==> src/rtl/memtest_pkg.sv <==
package memtest_pkg;

  // Audio pattern constants (values the agent expects)
  localparam int AUD_SEED = 17;   // 0x11
  localparam int AUD_STEP = 13;   // 0x0D

  // Mode code: bit1 = crosstalk, bit0 = audio
  localparam logic [1:0] MODE_ISI   = 2'b00;
  localparam logic [1:0] MODE_AUDIO = 2'b01;
  localparam logic [1:0] MODE_XTALK = 2'b10;
  localparam logic [1:0] MODE_BAD   = 2'b11;

  typedef enum logic [2:0] {
    ST_IDLE,
    ST_PROGRAM,
    ST_LAUNCH,
    ST_WR_WAIT,
    ST_WR_OFF,
    ST_RD_WAIT,
    ST_GUARD
  } runState_t;

  // Strobes from control to datapath
  typedef struct packed {
    logic clrAll;     // drop both enables
    logic latchCfg;   // capture setup words, loop, mode
    logic applyMode;  // program pattern controls
    logic wrSet;
    logic wrClr;
    logic rdSet;
    logic readOnly;   // clear write-after-read
    logic capture;    // sample error word, drop read, report
    logic fault;      // report fault, drop enables
  } runStrobe_t;

endpackage

==> src/rtl/memtest_ctrl.sv <==
module memtest_ctrl
  import memtest_pkg::*;
#(
  parameter int LOOP_W         = 4,
  parameter int GUARD_CYCLES   = 4,
  parameter int TIMEOUT_CYCLES = 4096
) (
  input  logic              clk,
  input  logic              rst_n,
  input  logic              start,
  input  logic [1:0]        modeSel,
  input  logic              opWrite,
  input  logic [LOOP_W:0]   loopLog2,
  input  logic              cmpDone,
  output logic              busy,
  output runStrobe_t        stb
);

  localparam int GCNT_W = (GUARD_CYCLES > 1) ? $clog2(GUARD_CYCLES) : 1;
  localparam int TCNT_W = $clog2(TIMEOUT_CYCLES + 1);
  localparam logic [LOOP_W:0]   LOOP_MAX  = (LOOP_W+1)'((1 << LOOP_W) - 1);
  localparam logic [GCNT_W-1:0] GUARD_END = GCNT_W'(GUARD_CYCLES - 1);
  localparam logic [TCNT_W-1:0] TMO_END   = TCNT_W'(TIMEOUT_CYCLES - 1);

  runState_t        state, stateNext;
  logic [GCNT_W-1:0] guardCnt;
  logic [TCNT_W-1:0] tmoCnt;
  logic             opWrQ;
  logic             roNeedQ;

  logic startBad;
  logic tmoHit;
  logic inWait;

  assign startBad = (loopLog2 > LOOP_MAX) || (modeSel == MODE_BAD);
  assign inWait   = (state == ST_WR_WAIT) || (state == ST_RD_WAIT);
  assign tmoHit   = inWait && !cmpDone && (tmoCnt == TMO_END);
  assign busy     = (state != ST_IDLE);

  always_comb begin
    stb       = '0;
    stateNext = state;
    unique case (state)
      ST_IDLE: begin
        if (start) begin
          if (startBad) begin
            stb.fault = 1'b1;
          end else begin
            stb.clrAll   = 1'b1;
            stb.latchCfg = 1'b1;
            stateNext    = ST_PROGRAM;
          end
        end
      end
      ST_PROGRAM: begin
        stb.applyMode = 1'b1;
        stateNext     = ST_LAUNCH;
      end
      ST_LAUNCH: begin
        if (opWrQ) begin
          stb.wrSet = 1'b1;
          stateNext = ST_WR_WAIT;
        end else begin
          stb.rdSet    = 1'b1;
          stb.readOnly = roNeedQ;
          stateNext    = ST_RD_WAIT;
        end
      end
      ST_WR_WAIT: begin
        if (cmpDone) begin
          stb.wrClr = 1'b1;
          stateNext = ST_WR_OFF;
        end else if (tmoHit) begin
          stb.fault = 1'b1;
          stateNext = ST_IDLE;
        end
      end
      ST_WR_OFF: begin
        stb.rdSet = 1'b1;
        stateNext = ST_RD_WAIT;
      end
      ST_RD_WAIT: begin
        if (cmpDone) begin
          stateNext = ST_GUARD;
        end else if (tmoHit) begin
          stb.fault = 1'b1;
          stateNext = ST_IDLE;
        end
      end
      ST_GUARD: begin
        if (guardCnt == GUARD_END) begin
          stb.capture = 1'b1;
          stateNext   = ST_IDLE;
        end
      end
      default: stateNext = ST_IDLE;
    endcase
  end

  always_ff @(posedge clk or negedge rst_n) begin
    if (!rst_n) begin
      state    <= ST_IDLE;
      guardCnt <= '0;
      tmoCnt   <= '0;
      opWrQ    <= 1'b0;
      roNeedQ  <= 1'b0;
    end else begin
      state <= stateNext;
      if (state == ST_IDLE && start && !startBad) begin
        opWrQ   <= opWrite;
        roNeedQ <= !opWrite && (modeSel != MODE_ISI);
      end
      // timeout counter restarts whenever a wait phase is entered
      if (inWait && stateNext == state) tmoCnt <= tmoCnt + 1'b1;
      else                              tmoCnt <= '0;
      if (state == ST_GUARD) guardCnt <= guardCnt + 1'b1;
      else                   guardCnt <= '0;
    end
  end

endmodule

==> src/rtl/memtest_dp.sv <==
module memtest_dp
  import memtest_pkg::*;
#(
  parameter int DATA_W = 32,
  parameter int LOOP_W = 4,
  parameter int SEED_W = 8
) (
  input  logic              clk,
  input  logic              rst_n,
  input  runStrobe_t        stb,
  input  logic [DATA_W-1:0] setupA,
  input  logic [DATA_W-1:0] setupB,
  input  logic [1:0]        modeSel,
  input  logic [LOOP_W-1:0] loopIn,
  input  logic [DATA_W-1:0] cmpErr,
  output logic              agentWrEn,
  output logic              agentRdEn,
  output logic              agentAudio,
  output logic              agentXtalk,
  output logic              agentInvert,
  output logic              agentWarMode,
  output logic [SEED_W-1:0] agentSeed,
  output logic [SEED_W-1:0] agentStep,
  output logic [LOOP_W-1:0] agentLoop,
  output logic [DATA_W-1:0] agentSetupA,
  output logic [DATA_W-1:0] agentSetupB,
  output logic              resValid,
  output logic              resFault,
  output logic [DATA_W-1:0] resErrWord
);

  localparam logic [SEED_W-1:0] SEED_VAL = SEED_W'(AUD_SEED);
  localparam logic [SEED_W-1:0] STEP_VAL = SEED_W'(AUD_STEP);

  logic [1:0] modeQ;

  // Enables
  always_ff @(posedge clk or negedge rst_n) begin
    if (!rst_n) begin
      agentWrEn <= 1'b0;
      agentRdEn <= 1'b0;
    end else begin
      if (stb.clrAll || stb.fault || stb.wrClr) agentWrEn <= 1'b0;
      else if (stb.wrSet)                       agentWrEn <= 1'b1;
      if (stb.clrAll || stb.fault || stb.capture) agentRdEn <= 1'b0;
      else if (stb.rdSet)                         agentRdEn <= 1'b1;
    end
  end

  // Captured configuration
  always_ff @(posedge clk or negedge rst_n) begin
    if (!rst_n) begin
      modeQ       <= MODE_ISI;
      agentLoop   <= '0;
      agentSetupA <= '0;
      agentSetupB <= '0;
    end else if (stb.latchCfg) begin
      modeQ       <= modeSel;
      agentLoop   <= loopIn;
      agentSetupA <= setupA;
      agentSetupB <= setupB;
    end
  end

  // Pattern controls: ISI leaves the audio-specific settings untouched
  always_ff @(posedge clk or negedge rst_n) begin
    if (!rst_n) begin
      agentAudio   <= 1'b0;
      agentXtalk   <= 1'b0;
      agentInvert  <= 1'b0;
      agentWarMode <= 1'b0;
      agentSeed    <= '0;
      agentStep    <= '0;
    end else begin
      if (stb.applyMode) begin
        unique case (modeQ)
          MODE_AUDIO: begin
            agentAudio   <= 1'b1;
            agentXtalk   <= 1'b0;
            agentInvert  <= 1'b1;
            agentWarMode <= 1'b1;
            agentSeed    <= SEED_VAL;
            agentStep    <= STEP_VAL;
          end
          MODE_XTALK: begin
            agentAudio   <= 1'b0;
            agentXtalk   <= 1'b1;
            agentInvert  <= 1'b0;
            agentWarMode <= 1'b0;
          end
          default: begin
            agentAudio <= 1'b0;
            agentXtalk <= 1'b0;
          end
        endcase
      end else if (stb.readOnly) begin
        agentWarMode <= 1'b0;
      end
    end
  end

  // Result
  always_ff @(posedge clk or negedge rst_n) begin
    if (!rst_n) begin
      resValid   <= 1'b0;
      resFault   <= 1'b0;
      resErrWord <= '0;
    end else begin
      resValid <= stb.capture || stb.fault;
      if (stb.capture) begin
        resFault   <= 1'b0;
        resErrWord <= cmpErr;
      end else if (stb.fault) begin
        resFault   <= 1'b1;
        resErrWord <= '0;
      end
    end
  end

endmodule

==> src/rtl/memtest_run_ctrl.sv <==
module memtest_run_ctrl
  import memtest_pkg::*;
#(
  parameter int DATA_W         = 32,
  parameter int LOOP_W         = 4,
  parameter int SEED_W         = 8,
  parameter int GUARD_CYCLES   = 4,
  parameter int TIMEOUT_CYCLES = 4096
) (
  input  logic              clk,
  input  logic              rst_n,
  input  logic              start,
  input  logic [DATA_W-1:0] setupA,
  input  logic [DATA_W-1:0] setupB,
  input  logic [1:0]        modeSel,
  input  logic              opWrite,
  input  logic [LOOP_W:0]   loopLog2,
  input  logic              cmpDone,
  input  logic [DATA_W-1:0] cmpErr,
  output logic              agentWrEn,
  output logic              agentRdEn,
  output logic              agentAudio,
  output logic              agentXtalk,
  output logic              agentInvert,
  output logic              agentWarMode,
  output logic [SEED_W-1:0] agentSeed,
  output logic [SEED_W-1:0] agentStep,
  output logic [LOOP_W-1:0] agentLoop,
  output logic [DATA_W-1:0] agentSetupA,
  output logic [DATA_W-1:0] agentSetupB,
  output logic              busy,
  output logic              resValid,
  output logic              resFault,
  output logic [DATA_W-1:0] resErrWord
);

  runStrobe_t stb;

  memtest_ctrl #(
    .LOOP_W(LOOP_W), .GUARD_CYCLES(GUARD_CYCLES), .TIMEOUT_CYCLES(TIMEOUT_CYCLES)
  ) ctrl_i (
    .clk(clk), .rst_n(rst_n), .start(start), .modeSel(modeSel),
    .opWrite(opWrite), .loopLog2(loopLog2), .cmpDone(cmpDone),
    .busy(busy), .stb(stb)
  );

  memtest_dp #(
    .DATA_W(DATA_W), .LOOP_W(LOOP_W), .SEED_W(SEED_W)
  ) dp_i (
    .clk(clk), .rst_n(rst_n), .stb(stb),
    .setupA(setupA), .setupB(setupB), .modeSel(modeSel),
    .loopIn(loopLog2[LOOP_W-1:0]), .cmpErr(cmpErr),
    .agentWrEn(agentWrEn), .agentRdEn(agentRdEn),
    .agentAudio(agentAudio), .agentXtalk(agentXtalk),
    .agentInvert(agentInvert), .agentWarMode(agentWarMode),
    .agentSeed(agentSeed), .agentStep(agentStep), .agentLoop(agentLoop),
    .agentSetupA(agentSetupA), .agentSetupB(agentSetupB),
    .resValid(resValid), .resFault(resFault), .resErrWord(resErrWord)
  );

endmodule

==> config.mk <==
export PLATFORM = sky130hd
export DESIGN_NAME = memtest_run_ctrl
export DESIGN_NICKNAME = d
export VERILOG_FILES = /design/src/rtl/memtest_pkg.sv /design/src/rtl/memtest_ctrl.sv /design/src/rtl/memtest_dp.sv /design/src/rtl/memtest_run_ctrl.sv
export SDC_FILE = /design/constraint.sdc
export NUM_CORES = 1
export LEC_CHECK = 0
export BUFFER_PORTS_ARGS = -buffer_cell sky130_fd_sc_hd__buf_2
export CORE_MARGIN = 5
export CORE_UTILIZATION = 36
export DETAILED_ROUTE_END_ITERATION = 8
export PLACE_DENSITY = 0.69
export SETUP_SLACK_MARGIN = 0.4
export SKIP_LAST_GASP = 1
export SLEW_MARGIN = 30
export SYNTH_ARGS = -nofsm -noshare
export SYNTH_HDL_FRONTEND = slang
export SYNTH_SLANG_ARGS = --single-unit
==> constraint.sdc <==
create_clock -name clk -period 2.86 [get_ports clk]
set_input_delay 0.143 -clock clk [delete_from_list [all_inputs] [get_ports clk]]
set_output_delay 0.143 -clock clk [all_outputs]
set_load 0.01 [all_outputs]
# Yosys cells after proc, flatten, opt, wreduce, memory -nomap -nowiden
# Index checks and enable logic that the tools add are counted.
[word_totals]
in_bits = 108
n_memories = 0
latch_bits = 0
regBits = 132
out_inout_bits = 125
ramBits = 0
mem_bits_ro = 0
[classes]
muxes = 41
n_addsub = 2
reduce_logical = 27
n_eq_ne = 13
div = 0
n_mul = 0
bitwise = 0
magnitude_cmp = 1
shift = 0
[op_table]
columns = ["op", "count"]
rows = [
  ["$mux 32", 2],
  ["$mux 1", 22],
  ["$mux 3", 7],
  ["$pmux 3 s7", 1],
  ["$add 13x1->13 const B", 1],
  ["$eq 13x12->1 const B", 1],
  ["$mux 13", 1],
  ["$reduce_bool 2->1", 6],
  ["$mux 2", 5],
  ["$eq 3x3->1 const B", 3],
  ["$eq 2x2->1 const B", 3],
  ["$eq 3x2->1 const B", 2],
  ["$logic_and 1x1->1", 6],
  ["$logic_or 1x1->1", 6],
  ["$pmux 1 s2", 3],
  ["$reduce_and 2->1", 3],
  ["$gt 5x4->1 const B", 1],
  ["$eq 3x1->1 const B", 1],
  ["$eq 3x3->1", 1],
  ["$logic_not 1->1", 3],
  ["$logic_not 3->1", 1],
  ["$ne 3x1->1 const B", 1],
  ["$reduce_bool 3->1", 1],
  ["$add 2x1->2 const B", 1],
  ["other kinds (2)", 2],
]

# Depth between registers and ports, before layout
# Gate-level depths: netlist of the first run.
[logic_depth]
word_depth = 10
ltp_mapped = 7
ltp_nobuf = 5

# Hierarchy
# From an unflattened synthesis of the first run, not the netlist that was laid out.
[unflattened]
cells_unflattened = 384
hier_area_um2 = 5627.9
[modules_own_cells]
columns = ["module", "instances", "area_each_um2", "cells_each", "seq_area_each_um2"]
rows = [
  ["memtest_dp", 1, 4559.4, 268, 2777.7],
  ["memtest_ctrl", 1, 1068.5, 116, 500.5],
]

# Worst setup path after synthesis of the first run
# No wires, ideal clock.
[synth_timing]
path_type = "flip-flop to flip-flop"
startpoint = "reg ctrl_i.state[1]"
endpoint = "reg ctrl_i.opWrQ"
t_arrival_ns = 1.470
stages_incl_launch_ff = 7
period_less_slack_ns = 1.595
n_path_buf = 3
slack_ns = 1.265
path_cell_list = "dfrtp_1 buf_2 nor4b_4 nand2_1 buf_6 buf_6 mux2_4"
[synth_between]
elab_chain_len = 3
[synth_rtl]
columns = ["item", "line", "rtl"]
rows = [
  ["start, declared", "memtest_ctrl.sv:25", "runState_t state, stateNext;"],
  ["start signal, assigned", "memtest_ctrl.sv:108", "state <= stateNext;"],
  ["$logic_not 3->1", "memtest_ctrl.sv:109", "if (state == ST_IDLE && start && !startBad) begin"],
  ["$logic_and 1x1->1 (2 in series)", "memtest_ctrl.sv:109", ""],
  ["end signal, assigned", "memtest_ctrl.sv:110", "opWrQ <= opWrite;"],
  ["end, declared", "memtest_ctrl.sv:28", "logic opWrQ;"],
]
# No other way between the ends.
# A chain may end at the register's enable or synchronous reset.

# Worst setup path in the final report of the first run
[layout_timing]
startpoint = "reg ctrl_i.state[2]"
endpoint = "reg dp_i.agentSetupA[26]"
[layout_between]
elab_chain_len = 2
[layout_rtl]
columns = ["item", "line", "rtl"]
rows = [
  ["$logic_not 3->1", "memtest_ctrl.sv:43", "unique case (state)"],
  ["$mux 2", "memtest_ctrl.sv:43", ""],
  ["end signal, assigned", "memtest_dp.sv:60", "agentSetupA <= setupA;"],
  ["end, declared", "memtest_dp.sv:25", "output logic [DATA_W-1:0] agentSetupA,"],
]
# No other way between the ends.

==> qor.yml, run 1 <==
total_leakage_power_uw: 0.00437
pwrdens_nw_per_um2: 974
dr.first_iter.drc_count: 180
detailedRoute.firstPassIterationCount: 4
detail_route.vias_per_cell: 4.56
grt_setup_unrepaired: "no"
worst_r2r_startpoint: "ctrl_i.state[2]$_DFF_PN0_"
wl_um: 15700
post_cts_resized: 0
area_of_combinational_cells_with_multiple_inputs_um2: 2130
htree_num_levels: 4
worst-endpoint-required_ps: 3160
root_buffer: "sky130_fd_sc_hd__clkbuf_16"
nNetsFinal: 876
report.final.hold_viol_count: 0
synth-edff-count: 0
avgRoutedWirePerCell_um: 16.0
cts_post_setup_buffers_inserted: 0
slowest_delay_ps: 630
grt_pass1_vias: 4885
setup_violations: 0
cts_tree: "yes"
io-pin-count: 233
drc: 0
syn-mean-instance-area_um2: 12.8
number_of_placement_rows: 45
final.setup_skew_ps: 7.71
maxSlewHeadroom_pct: 38.9
fmax_ghz: 0.485
timing.critical_path.cells: "nor4b_4 -> nand2_4 -> buf_6 -> mux2_2"
period_needed_ps: 2060
clk_path_buf_depth: 2
dp_hpwl_um: 9630
critPathTopFamily: "buffers and inverters"
final_cells: 987
detailroute.via_count: 4504
timing_worst_setup_path_type: "flop to flop"
global_route.usage.total_pct: 17.3
sequential_cell_area_um2: 3280
final_antenna_net_count: 0
outcome: "finished, final reports clean"
max-vdd-ir-drop_v: 0.000537
cp-end-kind: "flop"
synth.ff_latch_count: 131
clk_pin_slew_ps: 60
syn-instance-count: 441
number_of_buffer_cells_added_on_primary_ports: 221
die_boundary_height_um: 135
grt_pass1_wl_um: 25000
worstPathArrival_ps: 2360
worst_hold_path_startpoint: "start"
cts_buffers: 17
crit_buf_inv: 1
cts_sink_cnt: 131
worst_setup_path_startpoint: "ctrl_i.state[2]$_DFF_PN0_"
die_width_um: 135
finalWeightedCongestion: 0.737
unique_masters_post_synth: 40
grt_antenna_before_repair: 1
pin_count_of_the_biggest_net_entering_global_routing: 92
fin_tns_setup_ps: 0
crit_fanout: 74
yosysWarningCount: 0
cts-hold-fix-buffers: 104
coreArea_um2: 15300
number_of_pins_with_negative_max_slew_slack_in_the_final_report: 0
area_of_the_die_um2: 18300
slowest_stage: "sky130_fd_sc_hd__buf_6"
synth_area_um2: 5640
path_category_of_the_worst_min_delay_check: "input port to flop"
ys_dominant_reg_cell: "sky130_fd_sc_hd__dfrtp_1"
initial_core_util_pct: 37.0
flow.area_growth_from_synthesis_pct: 50.7
fraction_of_layout_instances_using_a_drive_strength_above_1_pct: 43.4
max-cap-violations: 0
fin_crit_sh_pct: 72.2
synth_seq_area_share_pct: 58.1
slew_of_the_pin_with_the_lowest_slew_margin_ps: 916
critPathLaunchType: "flop"
grt_remaining_overflow: 0
dpl.cell_count: 852
num-fill-cells: 1226
synth-async-reset-ratio_pct: 100
worstSkewPairLatency_ps: 410
==> flip-flops by register name, indices dropped and copies added, names as in the netlist, 2 cells and up <==
name              count
dp_i.agentSetupA     32
dp_i.agentSetupB     32
dp_i.resErrWord      32
ctrl_i.tmoCnt        13
dp_i.agentLoop        4
ctrl_i.state          3
ctrl_i.guardCnt       2
dp_i.modeQ            2
==> placed cells by master (no fill, tap or decap), drive strengths merged, types with 2 or more instances in the layout <==
cell type,instances
buf,227
dfrtp,131
dlygate4sd3,104
nand2,74
mux2,73
o21ai,35
nor2,19
clkbuf,18
conb,11
nand3,8
xor2,6
clkinv,6
xnor2,5
nand4,5
nor3,5
o31ai,5
inv,5
and3,4
a21oi,4
ha,4
nand2b,3
nor2b,3
bufinv,3
a2bb2oi,2
clkinvlp,2
==> cells by family after synthesis <==
family / after synthesis / synth area share, %
flip-flops: 131 / 58.1
AND/OR/NAND/NOR: 128 / 10.5
multiplexers: 74 / 18.5
AO/OA/AOI/OAI: 51 / 5.30
buffers and inverters: 41 / 4.86
XOR/XNOR: 11 / 1.71
adder cells (fa/ha/maj): 4 / 0.888
other: 1 / 0.0665
==> metal layers <==
metal  wire [um]  share of wire [%]  GRT usage (%)
met5           7              0.044              0
met4         555                3.5           8.73
met3        1270                8.1           5.76
met2        7790                 49           28.7
met1        6120                 39           20.1
==> power breakdown <==
| group | internal (uW) | switching (uW) |
|---|---|---|
| Sequential | 2660 | 542 |
| Clock | 1390 | 810 |
| Combinational | 1540 | 1340 |
| Total | 5590 | 2690 |
==> worst paths after layout <==
kind	to	slack, ps	cells after the start
worst max register to register	dp_i.agentSetupA[26]$_DFFE_PN0P_	800	4
worst min-delay path	dp_i.agentRdEn$_DFFE_PN0P_	110	4
worst max-delay path	dp_i.agentSetupA[26]$_DFFE_PN0P_	800	4
min in group asynchronous	dp_i.agentSetupA[12]$_DFFE_PN0P_	290	2
max in group asynchronous	dp_i.modeQ[1]$_DFFE_PN0P_	1720	3
worst min register to register	ctrl_i.guardCnt[0]$_DFF_PN0_	430	1
==> worst register-to-register path: cells and delay by family (launching register included) <==
| kind | cells | cell delay [ps] |
|---|---|---|
| multiplexers | 1 | 520 |
| buffers and inverters | 1 | 630 |
| AND/OR/NAND/NOR | 2 | 180 |
| flip-flops | 1 | 620 |
==> Yosys cell counts (all sizes together), types with 5 or more instances <==
| library cell | number | share of area, % |
|---|---|---|
| o21ai | 35 | 3.1 |
| clkbuf | 6 | 0.40 |
| xnor2 | 5 | 0.78 |
| nand3 | 8 | 0.71 |
| o31ai | 5 | 0.75 |
| mux2 | 73 | 18 |
| dfrtp | 131 | 58 |
| nand4 | 5 | 0.55 |
| buf | 31 | 4.2 |
| nor2 | 19 | 1.3 |
| xor2 | 6 | 0.93 |
| nand2 | 74 | 4.9 |
| nor3 | 5 | 0.44 |
==> through the flow <==
step                worst slack (ps)  power, uW  hold slack, ps  cell area [um2]  utilization [%]
finish                           796       8280             106             8500             55.7
detailed placement               798       5960             169             6860             45.0
global route                     693       8760             122             8500             55.7
global placement                 640       5870             166             6860             44.9
floorplan                       1260       4800            -153             5680                -
CTS                              808       8330            81.7             8500             55.7
==> area by class of cell <==
type                       instances  area share [%]
inverter                           4           0.177
tap                              211            3.11
sequential                       131            38.6
antenna                            1          0.0294
multi-input combinational        279            25.1
clock inverter                    12            1.87
timing repair buffer             331            26.0
clock buffer                      18            5.17
(Power assumes the default switching activity.)
==> run 2: changes to the inputs <==
Settings changed: ABC_AREA set to 1.
Clock period 2.86 ns to 1.9 ns, I/O delays scaled along.
==> run 2 against run 1 <==
  * Final cell count rose by 19%
  * Sequential power rose by 35%
  * Setup slack lost 470 ps
  * Clock-buffer cell count grew 6
  * Combinational power rose by 32%
  * Area after synthesis decreased by 2.4%
  * Global-route usage is 2.4 points higher
  * First-iteration DRC count grew 72%
  * Utilization increased by 3.5 points
  * Via count up 26%
==> qor.yml, run 2 <==
slowest_delay_ps: 380  # was 630 ps
syn-instance-count: 624  # was 441
slowest_stage: "sky130_fd_sc_hd__dfrtp_1"  # was sky130_fd_sc_hd__buf_6
drc: 0  # unchanged
biggestRegsByFlops: "dp_i.agentSetupA x32, dp_i.agentSetupB x32, dp_i.resErrWord x32"  # unchanged
avgRoutedWirePerCell_um: 16.3  # was 16.0 um
detailroute.via_count: 5656  # was 4504
cts_sink_cnt: 131  # unchanged
grt_antenna_before_repair: 1  # unchanged
final.setup_skew_ps: 6.15  # was 7.71 ps
critPathLaunchType: "flop"  # unchanged
area_of_the_die_um2: 17900  # was 18300 um2
grt_pass1_vias: 5669  # was 4885
mostFrequentLayoutCells: "282 x sky130_fd_sc_hd__nand2_1, 220 x sky130_fd_sc_hd__buf_2, 128 x sky130_fd_sc_hd__dfrtp_1"  # was 220 x sky130_fd_sc_hd__buf_2, 131 x sky130_fd_sc_hd__dfrtp_1, 104 x sky130_fd_sc_hd__dlygate4sd3_1
synth.ff_latch_count: 131  # unchanged
worst-endpoint-required_ps: 2200  # was 3160 ps
num-fill-cells: 1250  # was 1226
min_path_cells: 4  # unchanged
grt_setup_unrepaired: "yes"  # was no
path_category_of_the_worst_min_delay_check: "input port to flop"  # unchanged
ys_dominant_reg_cell: "sky130_fd_sc_hd__dfrtp_1"  # unchanged
power.total_uw: 11100  # was 8280 uW
timing.critical_path.cells: "ha_2 -> nand2_2 -> nor2_4 -> buf_6 -> nand3_4 -> o21ai_4 -> buf_6 -> nor3_1"  # was nor4b_4 -> nand2_4 -> buf_6 -> mux2_2
post-synth-top-area-cell: "sky130_fd_sc_hd__dfrtp_1"  # unchanged
number_of_placement_rows: 45  # unchanged
io-pin-count: 233  # unchanged
fraction_of_layout_instances_using_a_drive_strength_above_1_pct: 35.3  # was 43.4%
whs_endpoint: "ctrl_i.state[1]$_DFF_PN0_"  # was dp_i.agentRdEn$_DFFE_PN0P_
fin_crit_sh_pct: 82.9  # was 72.2%
synthTopCellsByCount: "308 x sky130_fd_sc_hd__nand2_1, 131 x sky130_fd_sc_hd__dfrtp_1, 34 x sky130_fd_sc_hd__nand4_1"  # was 131 x sky130_fd_sc_hd__dfrtp_1, 74 x sky130_fd_sc_hd__nand2_1, 57 x sky130_fd_sc_hd__mux2_4
worstPathArrival_ps: 1870  # was 2360 ps
nNetsFinal: 1087  # was 876
total_leakage_power_uw: 0.00491  # was 0.00437 uW
rr_worst_depth: 8  # was 4
worst_hold_path_startpoint: "cmpDone"  # was start
coreArea_um2: 15100  # was 15300 um2
outcome: "finished, final reports clean"  # unchanged
global_route.usage.total_pct: 19.7  # was 17.3%
synth.most_common_cell: "sky130_fd_sc_hd__nand2_1"  # was sky130_fd_sc_hd__dfrtp_1
clk_path_buf_depth: 2  # unchanged
critical_path.reg2reg.endpoint: "ctrl_i.tmoCnt[3]$_DFF_PN0_"  # was dp_i.agentSetupA[26]$_DFFE_PN0P_
fin_tns_setup_ps: 0  # unchanged
flow.area_growth_from_synthesis_pct: 62.4  # was 50.7%
wl_um: 19200  # was 15700 um
layout.cell_area.non_filler_um2: 8940  # was 8500 um2
yosysWarningCount: 0  # unchanged
post_dp_cell_area_um2: 6770  # was 6860 um2
post-synth-top-area-fraction_pct: 59.5  # was 58.1%
clk_pin_slew_ps: 50  # was 60 ps
detailedRoute.firstPassIterationCount: 4  # unchanged
final_antenna_net_count: 0  # unchanged
max-cap-violations: 0  # unchanged
final_common_cell: "sky130_fd_sc_hd__nand2_1"  # was sky130_fd_sc_hd__buf_2
dr.first_iter.drc_count: 309  # was 180
unique_masters_post_synth: 31  # was 40
dp_hpwl_um: 10200  # was 9630 um
synth_seq_area_share_pct: 59.5  # was 58.1%
finalWeightedCongestion: 0.793  # was 0.737
htree_num_levels: 4  # unchanged
detail_route.vias_per_cell: 4.81  # was 4.56
grt_remaining_overflow: 0  # unchanged
grt_pass1_wl_um: 27700  # was 25000 um
pin_count_of_the_biggest_net_entering_global_routing: 52  # was 92
cp-end-kind: "flop"  # unchanged
initial_core_util_pct: 36.5  # was 37.0%
setup_violations: 0  # unchanged
path_common_cell: "sky130_fd_sc_hd__buf_6"
reg2reg_slack_ps: 320  # was 800 ps
synth-edff-count: 0  # unchanged
fmax_ghz: 0.635  # was 0.485 GHz
synth.top_cells.by_area: "sky130_fd_sc_hd__dfrtp_1 60%, sky130_fd_sc_hd__nand2_1 21%, sky130_fd_sc_hd__nand4_1 3.9%, sky130_fd_sc_hd__buf_4 3.0%, sky130_fd_sc_hd__nor2_1 1.8%"  # was sky130_fd_sc_hd__dfrtp_1 58%, sky130_fd_sc_hd__mux2_4 15%, sky130_fd_sc_hd__nand2_1 4.9%, sky130_fd_sc_hd__mux2_2 3.2%, sky130_fd_sc_hd__o21ai_0 3.0%
root_buffer: "sky130_fd_sc_hd__clkbuf_16"  # unchanged
worst_r2r_startpoint: "ctrl_i.tmoCnt[1]$_DFF_PN0_"  # was ctrl_i.state[2]$_DFF_PN0_
crit_fanout: 6  # was 74
die_boundary_height_um: 134  # was 135 um
final_util_pct: 59.3  # was 55.7%
cts_tree: "yes"  # unchanged
synth_area_um2: 5510  # was 5640 um2
max-vdd-ir-drop_v: 0.000640  # was 0.000537 V
worstSkewPairLatency_ps: 420  # was 410 ps
number_of_buffer_cells_added_on_primary_ports: 221  # unchanged
number_of_pins_with_negative_max_slew_slack_in_the_final_report: 0  # unchanged
crit_buf_inv: 2  # was 1
syn-mean-instance-area_um2: 8.82  # was 12.8 um2
critPathTopFamily: "flip-flops"  # was buffers and inverters
finalHoldWorstSlack_ps: 76.5  # was 106 ps
report.final.hold_viol_count: 0  # unchanged
die_width_um: 134  # was 135 um
cts_buffers: 17  # unchanged
timing_worst_setup_path_type: "flop to flop"  # unchanged
synth-async-reset-ratio_pct: 100  # unchanged
period_needed_ps: 1580  # was 2060 ps
pwrdens_nw_per_um2: 1240  # was 974 nW/um2
run 2: cell count changes after synthesis, moves of 4 or more:
cell / delta
sky130_fd_sc_hd__nand2_1: +234
sky130_fd_sc_hd__mux2_4: -57
sky130_fd_sc_hd__nand4_1: +29
sky130_fd_sc_hd__o21ai_0: -25
sky130_fd_sc_hd__inv_1: +16
sky130_fd_sc_hd__mux2_2: -16
sky130_fd_sc_hd__nor2_1: +8
sky130_fd_sc_hd__buf_4: +7
sky130_fd_sc_hd__and3_1: -4
sky130_fd_sc_hd__buf_6: -4
run 2: final cells by class:
class                      instances  area [um2]  area share (%)
clock inverter                     6        55.1           0.616
tap                              188         235            2.63
timing repair buffer             365        2720            30.4
antenna                            1        2.50          0.0280
multi-input combinational        436        2070            23.1
inverter                          23        93.8            1.05
timing repair inverter             1        6.26          0.0700
clock buffer                      24         482            5.39
sequential                       131        3280            36.7
run 2: where the power goes:
part           total (uW)  switching, uW  leakage, uW  internal (uW)
clock                3020           1140     0.000269           1880
combinational        3790           2120      0.00295           1680
sequential           4310            589      0.00169           3720
total               11100           3850      0.00491           7270
run 2: layer usage:
metal  track usage [%]  wire length, um
met5                 0                0
met4              11.9             1020
met1              21.1             7400
met2              34.4             9720
met3              5.82             1070
run 2: how the worst max path moves through the flow:
stage,from,cells past startpoint,to,slack (ps)
floorplan,ctrl_i.tmoCnt[0]$_DFF_PN0_,9,dp_i.resErrWord[1]$_DFFE_PN0P_,420
global placement,ctrl_i.tmoCnt[0]$_DFF_PN0_,10,dp_i.resFault$_DFFE_PN0P_,340
detailed placement,ctrl_i.tmoCnt[0]$_DFF_PN0_,9,dp_i.resErrWord[17]$_DFFE_PN0P_,280
CTS,ctrl_i.tmoCnt[1]$_DFF_PN0_,8,ctrl_i.tmoCnt[4]$_DFF_PN0_,380
global route,ctrl_i.state[1]$_DFF_PN0_,9,dp_i.resErrWord[5]$_DFFE_PN0P_,220
finish,ctrl_i.tmoCnt[1]$_DFF_PN0_,8,ctrl_i.tmoCnt[3]$_DFF_PN0_,320
run 2: logic make-up after synthesis:
| family | after synthesis | synth area share (%) |
|---|---|---|
| AOI/OAI and AO/OA | 18 | 1.77 |
| adders and majority gates | 4 | 0.909 |
| and+or+nand+nor | 398 | 30.2 |
| other | 1 | 0.0681 |
| xor gates and xnor gates | 5 | 0.795 |
| buffers and inverters | 67 | 6.75 |
| DFF | 131 | 59.5 |
run 2: tightest hold or removal path, cell delays in order:
cell	delay, ps
sky130_fd_sc_hd__buf_2	140
sky130_fd_sc_hd__a21oi_1	80
sky130_fd_sc_hd__nand3_1	90
sky130_fd_sc_hd__nand2_1	50
run 2: metrics by stage:
stage | worst slack (ps) | instances
after floorplan | 422 | 634
after global placement | 340 | 1009
after detailed placement | 277 | 1009
after CTS | 381 | 1154
after global routing | 217 | 1175
final | 324 | 1175
run 2: repair_timing:
action                     CTS  global route
cloned                       3             9
gates resized for setup     15            59
setup endpoints to repair   64           122
pin swaps                    4            12
hold endpoints to repair   235             0
buffers inserted             8            11
hold buffers               104             0
